$ cat src/rtl/fsw_pkg.sv
package fsw_pkg;
   typedef enum logic [2:0] {
      S_IDLE,
      S_LD_SET,
      S_LD_LOW,
      S_LD_HIGH,
      S_RD_ACC,
      S_RD_EVAL,
      S_DONE,
      S_TMO
   } fsw_state_e;

   typedef enum logic {
      POLL_DATA   = 1'b0,
      POLL_TOGGLE = 1'b1
   } fsw_poll_e;
endpackage

$ cat src/rtl/fsw_phase_timer.sv
// Down-counter that times one strobe phase; zero_o marks the phase's last cycle.
module fsw_phase_timer #(
   parameter int TW = 3
) (
   input  logic          clk,
   input  logic          rst_n,
   input  logic          load_i,
   input  logic [TW-1:0] val_i,
   output logic          zero_o
);
   logic [TW-1:0] cnt_q;

   always_ff @(posedge clk or negedge rst_n) begin
      if (!rst_n)              cnt_q <= '0;
      else if (load_i)         cnt_q <= val_i;
      else if (cnt_q != '0)    cnt_q <= cnt_q - 1'b1;
   end

   assign zero_o = (cnt_q == '0);
endmodule

$ cat src/rtl/fsw_watchdog.sv
// Counts polling cycles; a LIMIT of zero removes the watchdog entirely.
module fsw_watchdog #(
   parameter int LIMIT = 1000
) (
   input  logic clk,
   input  logic rst_n,
   input  logic run_i,
   output logic expired_o
);
   generate
      if (LIMIT == 0) begin : g_off
         assign expired_o = 1'b0;
      end else begin : g_on
         localparam int CW = $clog2(LIMIT + 1);
         logic [CW-1:0] cnt_q;

         always_ff @(posedge clk or negedge rst_n) begin
            if (!rst_n)                    cnt_q <= '0;
            else if (!run_i)               cnt_q <= '0;
            else if (cnt_q != CW'(LIMIT))  cnt_q <= cnt_q + 1'b1;
         end

         assign expired_o = (cnt_q == CW'(LIMIT));
      end
   endgenerate
endmodule

$ cat src/rtl/fsw_poll_eval.sv
// Judges one status read: completion per polling method, and a full-byte compare.
module fsw_poll_eval
   import fsw_pkg::*;
#(
   parameter int DW = 8
) (
   input  fsw_poll_e       mode_i,
   input  logic [DW-1:0]   rd_i,
   input  logic            prev_tog_i,
   input  logic            prev_vld_i,
   input  logic [DW-1:0]   expect_i,
   output logic            done_o,
   output logic            mismatch_o
);
   localparam int POLL_BIT = DW - 1;
   localparam int TOG_BIT  = DW - 2;

   always_comb begin
      if (mode_i == POLL_TOGGLE) done_o = prev_vld_i && (rd_i[TOG_BIT] == prev_tog_i);
      else                       done_o = (rd_i[POLL_BIT] == expect_i[POLL_BIT]);
   end

   assign mismatch_o = (rd_i != expect_i);
endmodule

$ cat src/rtl/fsw_ctrl.sv
module fsw_ctrl
   import fsw_pkg::*;
#(
   parameter int SECT_W          = 10,
   parameter int IDX_W           = 7,
   parameter int DW              = 8,
   parameter int WE_LOW_CYC      = 4,
   parameter int WE_HIGH_CYC     = 3,
   parameter int ACCESS_CYC      = 3,
   parameter int LOAD_WINDOW_CYC = 7500,
   parameter int POLL_LIMIT      = 500000
) (
   input  logic                     clk,
   input  logic                     rst_n,
   input  logic                     start_i,
   input  logic [SECT_W-1:0]        sector_i,
   input  logic                     poll_mode_i,
   output logic [IDX_W-1:0]         buf_addr_o,
   input  logic [DW-1:0]            buf_data_i,
   output logic [SECT_W+IDX_W-1:0]  fl_addr_o,
   output logic [DW-1:0]            fl_dout_o,
   output logic                     fl_doe_o,
   input  logic [DW-1:0]            fl_din_i,
   output logic                     fl_ce_n_o,
   output logic                     fl_we_n_o,
   output logic                     fl_oe_n_o,
   output logic                     busy_o,
   output logic                     done_o,
   output logic                     verify_err_o,
   output logic                     timeout_o
);
   localparam int ADDR_W   = SECT_W + IDX_W;
   localparam int LOAD_GAP = 1 + WE_LOW_CYC + WE_HIGH_CYC;
   localparam int TMAX0    = (WE_LOW_CYC > WE_HIGH_CYC) ? WE_LOW_CYC : WE_HIGH_CYC;
   localparam int TMAX     = (TMAX0 > ACCESS_CYC) ? TMAX0 : ACCESS_CYC;
   localparam int TW       = $clog2(TMAX + 1);
   localparam logic [IDX_W-1:0] LAST_IDX = {IDX_W{1'b1}};

   // Elaboration-time parameter checks
   if (WE_LOW_CYC < 1)  begin : g_bad_wl  $error("WE_LOW_CYC must be at least 1");  end
   if (WE_HIGH_CYC < 1) begin : g_bad_wh  $error("WE_HIGH_CYC must be at least 1"); end
   if (ACCESS_CYC < 1)  begin : g_bad_acc $error("ACCESS_CYC must be at least 1");  end
   if (DW < 2)          begin : g_bad_dw  $error("DW must be at least 2");          end
   if (LOAD_GAP >= LOAD_WINDOW_CYC) begin : g_bad_gap
      $error("load spacing does not fit the load window");
   end

   fsw_state_e state_q, state_d;
   fsw_poll_e  mode_q;
   logic [SECT_W-1:0] sect_q;
   logic [IDX_W-1:0]  idx_q;
   logic [DW-1:0]     dout_q, last_q, rd_q;
   logic              prev_tog_q, prev_vld_q, verr_q;

   logic          tmr_load, tmr_zero;
   logic [TW-1:0] tmr_val;
   logic          wd_run, wd_exp;
   logic          ev_done, ev_mis;

   // Next state
   always_comb begin
      state_d = state_q;
      unique case (state_q)
         S_IDLE:    if (start_i)  state_d = S_LD_SET;
         S_LD_SET:                state_d = S_LD_LOW;
         S_LD_LOW:  if (tmr_zero) state_d = S_LD_HIGH;
         S_LD_HIGH: if (tmr_zero) state_d = (idx_q == LAST_IDX) ? S_RD_ACC : S_LD_SET;
         S_RD_ACC:  if (tmr_zero) state_d = S_RD_EVAL;
         S_RD_EVAL: begin
            if (ev_done)     state_d = S_DONE;
            else if (wd_exp) state_d = S_TMO;
            else             state_d = S_RD_ACC;
         end
         S_DONE, S_TMO:      state_d = S_IDLE;
         default:            state_d = S_IDLE;
      endcase
   end

   // Phase timer reload on every state change
   always_comb begin
      unique case (state_d)
         S_LD_LOW:  tmr_val = TW'(WE_LOW_CYC - 1);
         S_LD_HIGH: tmr_val = TW'(WE_HIGH_CYC - 1);
         S_RD_ACC:  tmr_val = TW'(ACCESS_CYC - 1);
         default:   tmr_val = '0;
      endcase
   end
   assign tmr_load = (state_d != state_q);

   always_ff @(posedge clk or negedge rst_n) begin
      if (!rst_n) begin
         state_q    <= S_IDLE;
         mode_q     <= POLL_DATA;
         sect_q     <= '0;
         idx_q      <= '0;
         dout_q     <= '0;
         last_q     <= '0;
         rd_q       <= '0;
         prev_tog_q <= 1'b0;
         prev_vld_q <= 1'b0;
         verr_q     <= 1'b0;
      end else begin
         state_q <= state_d;
         unique case (state_q)
            S_IDLE: if (start_i) begin
               sect_q     <= sector_i;
               mode_q     <= fsw_poll_e'(poll_mode_i);
               idx_q      <= '0;
               prev_vld_q <= 1'b0;
               verr_q     <= 1'b0;
            end
            S_LD_SET: begin
               dout_q <= buf_data_i;
               if (idx_q == LAST_IDX) last_q <= buf_data_i;
            end
            S_LD_HIGH: if (tmr_zero && idx_q != LAST_IDX) idx_q <= idx_q + 1'b1;
            S_RD_ACC:  if (tmr_zero) rd_q <= fl_din_i;
            S_RD_EVAL: begin
               prev_tog_q <= rd_q[DW-2];
               prev_vld_q <= 1'b1;
               verr_q     <= ev_mis;
            end
            default: ;
         endcase
      end
   end

   fsw_phase_timer #(.TW(TW)) u_tmr (
      .clk    (clk),
      .rst_n  (rst_n),
      .load_i (tmr_load),
      .val_i  (tmr_val),
      .zero_o (tmr_zero)
   );

   assign wd_run = (state_q == S_RD_ACC) || (state_q == S_RD_EVAL);

   fsw_watchdog #(.LIMIT(POLL_LIMIT)) u_wd (
      .clk       (clk),
      .rst_n     (rst_n),
      .run_i     (wd_run),
      .expired_o (wd_exp)
   );

   fsw_poll_eval #(.DW(DW)) u_eval (
      .mode_i     (mode_q),
      .rd_i       (rd_q),
      .prev_tog_i (prev_tog_q),
      .prev_vld_i (prev_vld_q),
      .expect_i   (last_q),
      .done_o     (ev_done),
      .mismatch_o (ev_mis)
   );

   // Pin decode from state
   assign buf_addr_o   = idx_q;
   assign fl_addr_o    = {sect_q, idx_q};
   assign fl_dout_o    = dout_q;
   assign fl_doe_o     = (state_q == S_LD_SET) || (state_q == S_LD_LOW) || (state_q == S_LD_HIGH);
   assign fl_ce_n_o    = !(fl_doe_o || state_q == S_RD_ACC);
   assign fl_we_n_o    = (state_q != S_LD_LOW);
   assign fl_oe_n_o    = (state_q != S_RD_ACC);
   assign busy_o       = (state_q != S_IDLE);
   assign done_o       = (state_q == S_DONE);
   assign verify_err_o = (state_q == S_DONE) && verr_q;
   assign timeout_o    = (state_q == S_TMO);

   wire unused_addr_w = ^{ADDR_W[0]};
endmodule

$ cat config.mk
export PLATFORM = sky130hd
export DESIGN_NAME = fsw_ctrl
export DESIGN_NICKNAME = d
export VERILOG_FILES = /design/src/rtl/fsw_pkg.sv /design/src/rtl/fsw_phase_timer.sv /design/src/rtl/fsw_watchdog.sv /design/src/rtl/fsw_poll_eval.sv /design/src/rtl/fsw_ctrl.sv
export SDC_FILE = /design/constraint.sdc
export NUM_CORES = 1
export LEC_CHECK = 0
export ABC_AREA = 0
export CELL_PAD_IN_SITES_DETAIL_PLACEMENT = 2
export CELL_PAD_IN_SITES_GLOBAL_PLACEMENT = 2
export CORE_AREA = 5 5 89 111
export CTS_CLUSTER_SIZE = 30
export DETAILED_ROUTE_END_ITERATION = 6
export DIE_AREA = 0 0 94 116
export DONT_BUFFER_PORTS = 1
export HOLD_SLACK_MARGIN = 0.12
export PLACE_DENSITY_LB_ADDON = 0.1
export SLEW_MARGIN = 30
export SYNTH_ARGS = -nofsm -noshare
export SYNTH_HDL_FRONTEND = slang
export SYNTH_SLANG_ARGS = --single-unit
$ cat constraint.sdc
create_clock -name clk -period 2.1 [get_ports clk]
set_input_delay 0.42 -clock clk [delete_from_list [all_inputs] [get_ports clk]]
set_output_delay 0.42 -clock clk [all_outputs]
set_load 0.1 [all_outputs]
Word level (Yosys, flattened, before mapping) --
Index checks and enable logic that the tools add are counted.
Word-level totals: bits in registers 70, input port bits 30, output and inout bits 40, word-level logic and storage cells 80
Cells by class: add/subtract/negate cells 3, eq/ne operators 23, mux-type cells 20, reduce and logical (&&, ||, !) cells 22
Operator list (number):
- 19-bit 2-to-1 mux | 2
- 3-bit 2-to-1 mux | 7
- 3-bit one-hot mux with 7 select lines | 1
- 19-bit by 1-bit adder with 19-bit output (second input constant) | 1
- 19-bit == test (second input constant) | 1
- 19-bit inequality test (second input constant) | 1
- 3-bit == test (second input constant) | 5
- 7-bit 2-to-1 mux | 2
- 7-bit one-hot mux with 2 select lines | 1
- 3-bit by 2-bit == test with 1-bit output (second input constant) | 4
- 8-bit inequality test | 1
- 2-bit AND reduction | 4
- 7-bit by 1-bit adder with 7-bit output (second input constant) | 1
- 7-bit == test (second input constant) | 1
- 7-bit inequality test (second input constant) | 1
- 3-bit logical NOT | 2
- 2-bit inequality test (second input constant) | 3
- 2-bit nonzero test | 3
- 3-bit nonzero test | 2
- 1-bit logical OR | 4
- 2-bit 2-to-1 mux | 2
- 1-bit one-hot mux with 2 select lines | 2
- 2-bit one-hot mux with 2 select lines | 1
- 2-bit OR reduction | 2
- other kinds (10) | 14

Depth between registers and ports, before layout --
Gate-level depths: netlist (run 1).
depth in word-level cells 9, gate-level depth with buffers 8, mapped depth without buffers 7

Cells and area by module --
Synthesis (run 1) repeated with hierarchy kept, for this count alone.
Unflattened totals: cell total of the unflattened synthesis 344, area total of the unflattened synthesis 3582.2 um^2
By module, submodules not included:
- fsw_ctrl | times used 1, cells an instance 205, area an instance 2260.9 um^2, seq. area each 1201.2 um^2
- fsw_watchdog | times used 1, cells an instance 104, area an instance 1016.0 um^2, seq. area each 475.5 um^2
- fsw_phase_timer | times used 1, cells an instance 21, area an instance 200.2 um^2, seq. area each 75.1 um^2
- fsw_poll_eval | times used 1, cells an instance 14, area an instance 105.1 um^2, seq. area each 0.0 um^2

Worst setup path after synthesis (run 1) --
Ideal clock, no wire load.
path kind reg2out, start register state_q[2], end output verify_err_o, arrival 3.059 ns, data required time 1.680 ns, slack -1.379 ns, stages on the path, launching flop included 6, cells stage by stage dfrtp_1 -> buf_2 -> clkbuf_1 -> nand2_1 -> nor2_1 -> and2_1
On the way: longest elaborated chain between the ends 2
RTL lines:
- start, declared | RTL line fsw_ctrl.sv:48 | fsw_state_e state_q, state_d;
- start signal, assigned | RTL line fsw_ctrl.sv:103 | state_q <= state_d;
- 3-bit == test
- net done_o | RTL line fsw_ctrl.sv:28 | output logic done_o,
- 1-bit logical AND | RTL line fsw_ctrl.sv:165 | assign verify_err_o = (state_q == S_DONE) && verr_q;
- end, declared | RTL line fsw_ctrl.sv:29 | output logic verify_err_o,
The timed path passes the listed nets, and every way through them passes these cells.

Worst setup path after layout (run 1) --
start register state_q[0], end output fl_ce_n_o
On the way: longest elaborated chain between the ends 5, elaborated cells between the ends (all ways) 8
RTL lines:
- 3-bit by 1-bit == test with 1-bit output or 3-bit by 2-bit == test with 1-bit output (tied branches) | RTL line fsw_ctrl.sv:159 | assign fl_doe_o = (state_q == S_LD_SET) || (state_q == S_LD_LOW) || (state_q == S_LD_HIGH);
- 1-bit logical OR (2 in series) | RTL line fsw_ctrl.sv:159
- 1-bit logical OR (*) | RTL line fsw_ctrl.sv:160 | assign fl_ce_n_o = !(fl_doe_o || state_q == S_RD_ACC);
- 1-bit logical NOT (*) | RTL line fsw_ctrl.sv:160
- end, declared | RTL line fsw_ctrl.sv:24 | output logic fl_ce_n_o,
Mark *: on every way between the ends. The rest lies on a longest branch, timed or not.

==> flow_summary_export.csv, run 1 <==
group,metric,value,unit
die,core_area,8650,sq um
timing,tightest_slew,0.919,ns
run,drv_cap,0,
logic_synthesis,async_flop_share,100,%
placed_design,dp.cells,431,
timing,rsz0062_at_grt,"false",
worst_setup_path,slowest_stage,"dfrtp_1",
logic_synthesis,netlist_area,3390,sq um
worst_setup_path,cp_slowest_stage_delay,0.51,ns
clock_network,h-tree-depth,3,
layout,stdcell_count,448,
worst_setup_path,critPathBufInv,2,
logic_synthesis,ys.flop_type,"dfrtp_1",
logic_synthesis,synth_area_leader_cell,"dfrtp_1",
logic_synthesis,synth_area_leaders,"dfrtp_1, mux2_2, xnor2_1",
die,die_w,94,um
timing,fin_crit_sh,95.4,%
worst_hold_path,hp-class,"in -> reg",
worst_setup_path,cp_max_fo,9,
logic_synthesis,synth_cell_type_count,41,
clock_network,insertion_delay,0.35,ns
power_and_ir_drop,power.switching,631,uW
worst_setup_path,rr_startpoint,"u_tmr.cnt_q[0]",
placed_design,portBuffers,0,
global_routing,grt_usage,15.7,%
layout,multi_input_area,1520,sq um
clock_network,cts_tree,"built",
drt,drc,0,
timing,setup_viol,0,
timing,final-max-slew-violation-count,0,
global_routing,grt_max_degree,71,
power_and_ir_drop,leakagePower,1.71,nW
timing,fmax,499,MHz
timing,relSlewSlack,38.7,%
logic_synthesis,yosysSeqAreaShare,51.7,%
layout,fin_nets,359,
clock_network,clkTransAtPathRegs,0.08,ns
die,start_util,39.1,%
die,dieArea,10900,sq um
timing,hold_viol,0,
layout,num-fill-cells,912,
logic_synthesis,syn_inst,301,
layout,layout_common_cells,"dfrtp_1, mux2_2, nor2_1, buf_4, xnor2_1",
drt,postRouteAntennaNets,0,
drt,viasPerCell,5.16,
power_and_ir_drop,irDropWorstVdd,446,uV
placed_design,dp_hpwl,5.66,mm
layout,insertedDiodeCount,0,
worst_setup_path,critPathCaptureType,"primary output",
worst_setup_path,arrival,1.58,ns
logic_synthesis,ys_ff_latch,70,
die,num_io_pins,70,
clock_network,cts_buffer_depth,2,
timing,fin_crit,2.00,ns
die,die_y,116,um
logic_synthesis,syn_avg_cell_area,11.3,sq um
clock_network,cts_sinks,70,
global_routing,grt_pass1_wl,13.1,mm
status,status,"completed",
placed_design,gp_congestion,0.747,
drt,first_pass_iters,4,
logic_synthesis,yosys_warnings,0,
layout,layout_commonest_cell,"dfrtp_1",
power_and_ir_drop,seqPwrFrac,53.4,%
timing,setup_ws,0.0965,ns
die,rows,38,
worst_setup_path,startpoint,"state_q[0]",
global_routing,antenna_found_initial,0,
placed_design,post-place-ws,0.165,ns
timing,skew,0.00622,ns
logic_synthesis,synth_top_area_share,51.7,%
power_and_ir_drop,p_int,2.05,mW
global_routing,grt-ovfl-total,0,
logic_synthesis,synth_edf_count,0,
worst_setup_path,critical_path_class,"reg -> out",
worst_setup_path,crit_required,1.68,ns
layout,final_layout_size_suffix_gt1_share,31.4,%
global_routing,grt_pass1_vias,2554,
power_and_ir_drop,switching_share,23.6,%
drt,initialDrtViolationCount,41,
worst_setup_path,path_cells,"buf_4 -> o21ai_1 -> nand2_4 -> buf_12",
layout,seqCellArea,1760,sq um
clock_network,cts_made_buffers,9,
worst_setup_path,start_kind,"flip-flop",
power_and_ir_drop,comb_power_share,2.2,%
drt,routed-via-count,2310,
clock_network,cts-root-buf,"clkbuf_8",
worst_setup_path,cp_top_family,"flip-flops",
power_and_ir_drop,powerDensity,674,nW/um^2
power_and_ir_drop,clkPwrFrac,44.3,%
drt,drt_wl_total,7.81,mm
logic_synthesis,synth_nets,336,
layout,area_growth_syn_to_layout,17.4,%
worst_hold_path,min_from,"fl_din_i[1]",
drt,wl_per_cell,17.4,um
[cell families (layout without fill, tap and decap cells)]
group                    Yosys count  after routing  share of synthesized area, %
AND/OR/NAND/NOR                  101            101                          14.7
flip-flops                        70             70                          51.7
multiplexers                      41             41                          13.5
XOR/XNOR                          31             31                          8.02
AO/OA/AOI/OAI                     28             28                          5.95
buffers and inverters             25             52                          4.29
adder cells (fa/ha/maj)            5              5                          1.85
[Yosys cell counts, types with 5 or more instances]
master / instances
dfrtp_1: 70
mux2_2: 37
nor2_1: 34
xnor2_1: 19
nand2_1: 16
nand3_1: 15
xor2_1: 12
buf_4: 8
o21ai_0: 8
inv_1: 7
a21oi_1: 6
nand4_1: 6
and3_1: 5
buf_2: 5
ha_1: 5
[cell type report]
cell class	count	share of cell area [%]
well taps	120	3.78
flip-flops and latches	70	44.3
inverters	7	0.661
clock buffers	9	3.12
repair buffers	30	7.80
multi-input cells	206	38.1
clock inverters	6	2.17
[power groups by stage]
stage	combinational [mW]	clock (mW)	sequential (mW)
finish	0.0591	1.19	1.43
global route	0.0697	1.31	1.43
CTS	0.0625	1.24	1.43
floorplan	0.0229	0	1.46
global placement	0.0247	0	1.46
detailed placement	0.0261	0	1.46
[final timing paths]
path                                       to  slack (ns)  cells past startpoint
hold reg to reg                       rd_q[7]        0.53                      1
hold / removal                        rd_q[1]        0.22                      1
setup reg to reg               u_tmr.cnt_q[1]        0.19                      7
min in group asynchronous  u_wd.g_on.cnt_q[9]        0.64                      2
max in group asynchronous          state_q[1]        1.15                      2
setup / recovery                    fl_ce_n_o         0.1                      4
[state kept, by name, summed over array words and instances (netlist names)]
signal / cells
verr_q: 1
prev_tog_q: 1
u_tmr.cnt_q: 3
rd_q: 8
state_q: 3
sect_q: 10
mode_q: 1
last_q: 8
buf_addr_o: 7
u_wd.g_on.cnt_q: 19
prev_vld_q: 1
fl_dout_o: 8
[worst register-to-register path, delay by kind of cell, from the launching register on]
family          cells  cell delay, ns
mux                 1            0.14
compound gates      3            0.62
flops               1            0.36
buf+inv             1            0.10
simple gates        1            0.40
fa+ha+maj           1            0.21
[stage by stage]
step	setup TNS (ns)	utilization [%]	area, sq um	total power [mW]	hold WS (ns)
floorplan	-0.641	-	3410	1.48	0.124
global placement	0	43.1	3730	1.48	0.126
detailed placement	0	43.1	3730	1.49	0.126
CTS	0	45.9	3970	2.73	0.191
global route	0	46.0	3980	2.81	0.184
finish	0	46.0	3980	2.68	0.220
[what timing repair did]
| action | in CTS | in global routing |
|---|---|---|
| gates resized for setup | 1 | 2 |
| hold endpoints to repair | 70 | 0 |
| hold buffers | 2 | 0 |
| buffers inserted | 0 | 0 |
| endpoints found under the setup margin | 1 | 4 |
[metal layers]
layer	vias to the layer above	share of wire [%]	track usage [%]
met1	1180	43	18.9
met4	0	1.5	5.78
li1	1066	-	-
met2	55	51	26.9
met3	9	4.8	4.48
met5	-	0	0
Power figures use the tool's default switching activity.
==> inputs of run 2 (changes only) <==
--- a/config.mk
+++ b/config.mk
@@ -8,14 +8,16 @@
 export ABC_AREA = 0
 export CELL_PAD_IN_SITES_DETAIL_PLACEMENT = 2
 export CELL_PAD_IN_SITES_GLOBAL_PLACEMENT = 2
-export CORE_AREA = 5 5 89 111
+export CORE_AREA = 5 5 91 114
 export CTS_CLUSTER_SIZE = 30
 export DETAILED_ROUTE_END_ITERATION = 6
-export DIE_AREA = 0 0 94 116
+export DIE_AREA = 0 0 96 119
 export DONT_BUFFER_PORTS = 1
 export HOLD_SLACK_MARGIN = 0.12
 export PLACE_DENSITY_LB_ADDON = 0.1
+export RECOVER_POWER = 100
 export SLEW_MARGIN = 30
 export SYNTH_ARGS = -nofsm -noshare
 export SYNTH_HDL_FRONTEND = slang
+export SYNTH_HIERARCHICAL = 1
 export SYNTH_SLANG_ARGS = --single-unit
==> constraint.sdc (replaced) <==
create_clock -name clk -period 2.3 [get_ports clk]
set_input_delay 0.46 -clock clk [delete_from_list [all_inputs] [get_ports clk]]
set_output_delay 0.46 -clock clk [all_outputs]
set_load 0.1 [all_outputs]
==> run 2 against run 1 <==
Effect of this change: clock skew is 0.0025 ns higher; global-route usage is 2.2 points higher; utilization is 1.0 points higher; cell area is 7.3% higher; worst setup slack worse by 0.023 ns.
==> flow_summary_export.csv, run 2 <==
group,metric,value,unit
drt,drt_wl_total,9.49,mm
timing,skew,0.00874,ns
timing,final-max-slew-violation-count,0,
timing,fin_crit,2.23,ns
drt,viasPerCell,5.37,
drt,drc,0,
timing,setup_viol,0,
logic_synthesis,synth_area_leaders,"dfrtp_1, mux2_2, nand2_1",
die,start_util,39.5,%
logic_synthesis,synth_top_area_share,48.9,%
logic_synthesis,ys.flop_type,"dfrtp_1",
timing,rsz0062_at_grt,"true",
logic_synthesis,yosysSeqAreaShare,48.9,%
placed_design,placed_area,3940,sq um
worst_setup_path,start_kind,"flip-flop",
clock_network,cts_tree,"built",
worst_setup_path,critPathCaptureType,"primary output",
logic_synthesis,synth_edf_count,0,
clock_network,cts_sinks,70,
power_and_ir_drop,powerDensity,1480,nW/um^2
die,core_area,9080,sq um
clock_network,h-tree-depth,3,
layout,largest_register_ffs,19,
layout,num-fill-cells,992,
power_and_ir_drop,clkPwrFrac,21.6,%
power_and_ir_drop,fin_total_pwr,6.30,mW
die,die_y,119,um
drt,postRouteAntennaNets,0,
logic_synthesis,synth_nets,379,
worst_setup_path,arrival,1.77,ns
placed_design,gp_congestion,0.732,
clock_network,cts_made_buffers,9,
power_and_ir_drop,p_int,2.88,mW
timing,fin_crit_sh,96.8,%
status,status,"completed",
worst_hold_path,hp-class,"in -> reg",
run,drv_cap,0,
layout,final_layout_size_suffix_gt1_share,30.9,%
power_and_ir_drop,power.switching,3.42,mW
die,num_io_pins,70,
layout,layout_common_cells,"dfrtp_1, nand2_1, buf_4, mux2_2, nor2_1",
power_and_ir_drop,irDropWorstVdd,903,uV
layout,fin_nets,415,
layout,top_register,"u_wd/g_on.cnt_q",
global_routing,antenna_found_initial,0,
drt,first_pass_iters,3,
placed_design,portBuffers,0,
drt,routed-via-count,2726,
logic_synthesis,yosysMostFrequentCell,"dfrtp_1",
global_routing,grt_max_degree,71,
global_routing,grt_pass1_wl,15.9,mm
logic_synthesis,syn_avg_cell_area,10.4,sq um
layout,area_growth_syn_to_layout,19.1,%
logic_synthesis,yosys_warnings,6,
die,dieArea,11400,sq um
placed_design,dp_hpwl,6.72,mm
worst_setup_path,crit_required,1.84,ns
layout,insertedDiodeCount,0,
die,die_w,96,um
global_routing,grt_usage,17.9,%
logic_synthesis,synth_area_leader_cell,"dfrtp_1",
timing,relSlewSlack,34.2,%
clock_network,cts-root-buf,"clkbuf_16",
layout,top_regs,"u_wd/g_on.cnt_q: 19 flops, sect_q: 10 flops",
power_and_ir_drop,leakagePower,1.97,nW
drt,initialDrtViolationCount,56,
logic_synthesis,netlist_area,3580,sq um
clock_network,insertion_delay,0.34,ns
die,rows,39,
logic_synthesis,ys_ff_latch,70,
drt,wl_per_cell,18.7,um
logic_synthesis,synth_cell_type_count,57,
logic_synthesis,async_flop_share,100,%
clock_network,clkTransAtPathRegs,0.06,ns
layout,fin_area,4270,sq um
clock_network,cts_buffer_depth,2,
power_and_ir_drop,seqPwrFrac,35.7,%
timing,tightest_slew,0.987,ns
worst_setup_path,cp_max_fo,13,
timing,hold_viol,0,
global_routing,grt-ovfl-total,0,
worst_setup_path,critical_path_class,"reg -> out",
logic_synthesis,netlist_top_cells_count,"dfrtp_1, nand2_1, mux2_2, nor2_1, xor2_1",
logic_synthesis,syn_inst,344,
global_routing,grt_pass1_vias,3140,
layout,layout_commonest_cell,"dfrtp_1",
timing,fmax,449,MHz
power_and_ir_drop,switching_share,54.3,%
power_and_ir_drop,comb_power_share,42.7,%
run 2: logic make-up (layout without fill, tap and decap cells):
kind of cell | after synthesis | in the layout | synth area share, %
DFF | 70 | 70 | 48.9
AOI/OAI and AO/OA | 41 | 41 | 8.21
and+or+nand+nor | 145 | 145 | 22.1
buffers and inverters | 36 | 77 | 5.83
xor gates and xnor gates | 19 | 19 | 4.65
other | 1 | 1 | 0.105
muxes | 27 | 27 | 8.42
adders and majority gates | 5 | 5 | 1.75
run 2: through the flow:
step	std cells	setup TNS [ns]	setup WS, ns	hold WS (ns)	utilization [%]
2_1_floorplan	344	-0.100	-0.100	0.164	-
3_3_place_gp	487	0	0.163	0.166	43.4
3_5_place_dp	487	0	0.0804	0.166	43.4
4_1_cts	505	0	0.0331	0.220	47.0
5_1_grt	508	-0.143	-0.0749	0.218	47.0
6_report	508	0	0.0737	0.223	47.0
run 2: cell type report:
type | count | area [sq um] | area share, %
inverter | 14 | 52.6 | 1.23
multi-input combinational | 238 | 1650 | 38.6
sequential | 70 | 1760 | 41.3
timing repair buffer | 47 | 355 | 8.33
tap | 123 | 154 | 3.61
clock inverter | 5 | 40.0 | 0.939
clock buffer | 11 | 253 | 5.93
run 2: routing by layer:
layer,wire length (um),global-route usage [%],up-vias
met4,103,5.07,0
met5,0,0,-
li1,-,-,1265
met1,3680,19.7,1417
met2,5370,32.6,37
met3,336,5.11,7
run 2: power by group through the flow:
stage	clock (mW)	sequential (mW)	combinational, mW
finish	1.36	2.25	2.69
global route	1.46	2.29	2.83
CTS	1.39	2.25	2.73
detailed placement	0	2.27	2.68
global placement	0	2.25	2.63
floorplan	0	3.13	1.34
run 2: path summary, 6_finish.rpt:
path	start	endpoint	slack, ns	cells past startpoint
max	state_q[2]	fl_ce_n_o	0.07	4
min	sector_i[8]	sect_q[8]	0.22	2
max reg2reg	u_wd/g_on.cnt_q[0]	u_tmr/cnt_q[0]	0.11	12
min reg2reg	rd_q[0]	rd_q[0]	0.53	1
max in group asynchronous	rst_n	buf_addr_o[2]	0.73	2
min in group asynchronous	rst_n	u_tmr/cnt_q[2]	0.87	2
run 2: timing repair:
action                                  in CTS  in global routing
gates cloned                                 0                  0
endpoints found under the hold margin       70                  0
pin swaps                                    0                  3
hold buffers                                 2                  0
endpoints found under the setup margin       1                  8
gates resized for setup                      1                  6
setup buffers                                0                  3
run 2: critical path: stages (launching register included):
cell and delay [ns]:
dfrtp_2 0.50, buf_4 0.20, or3_2 0.45, nand2_2 0.10, buf_12 0.17
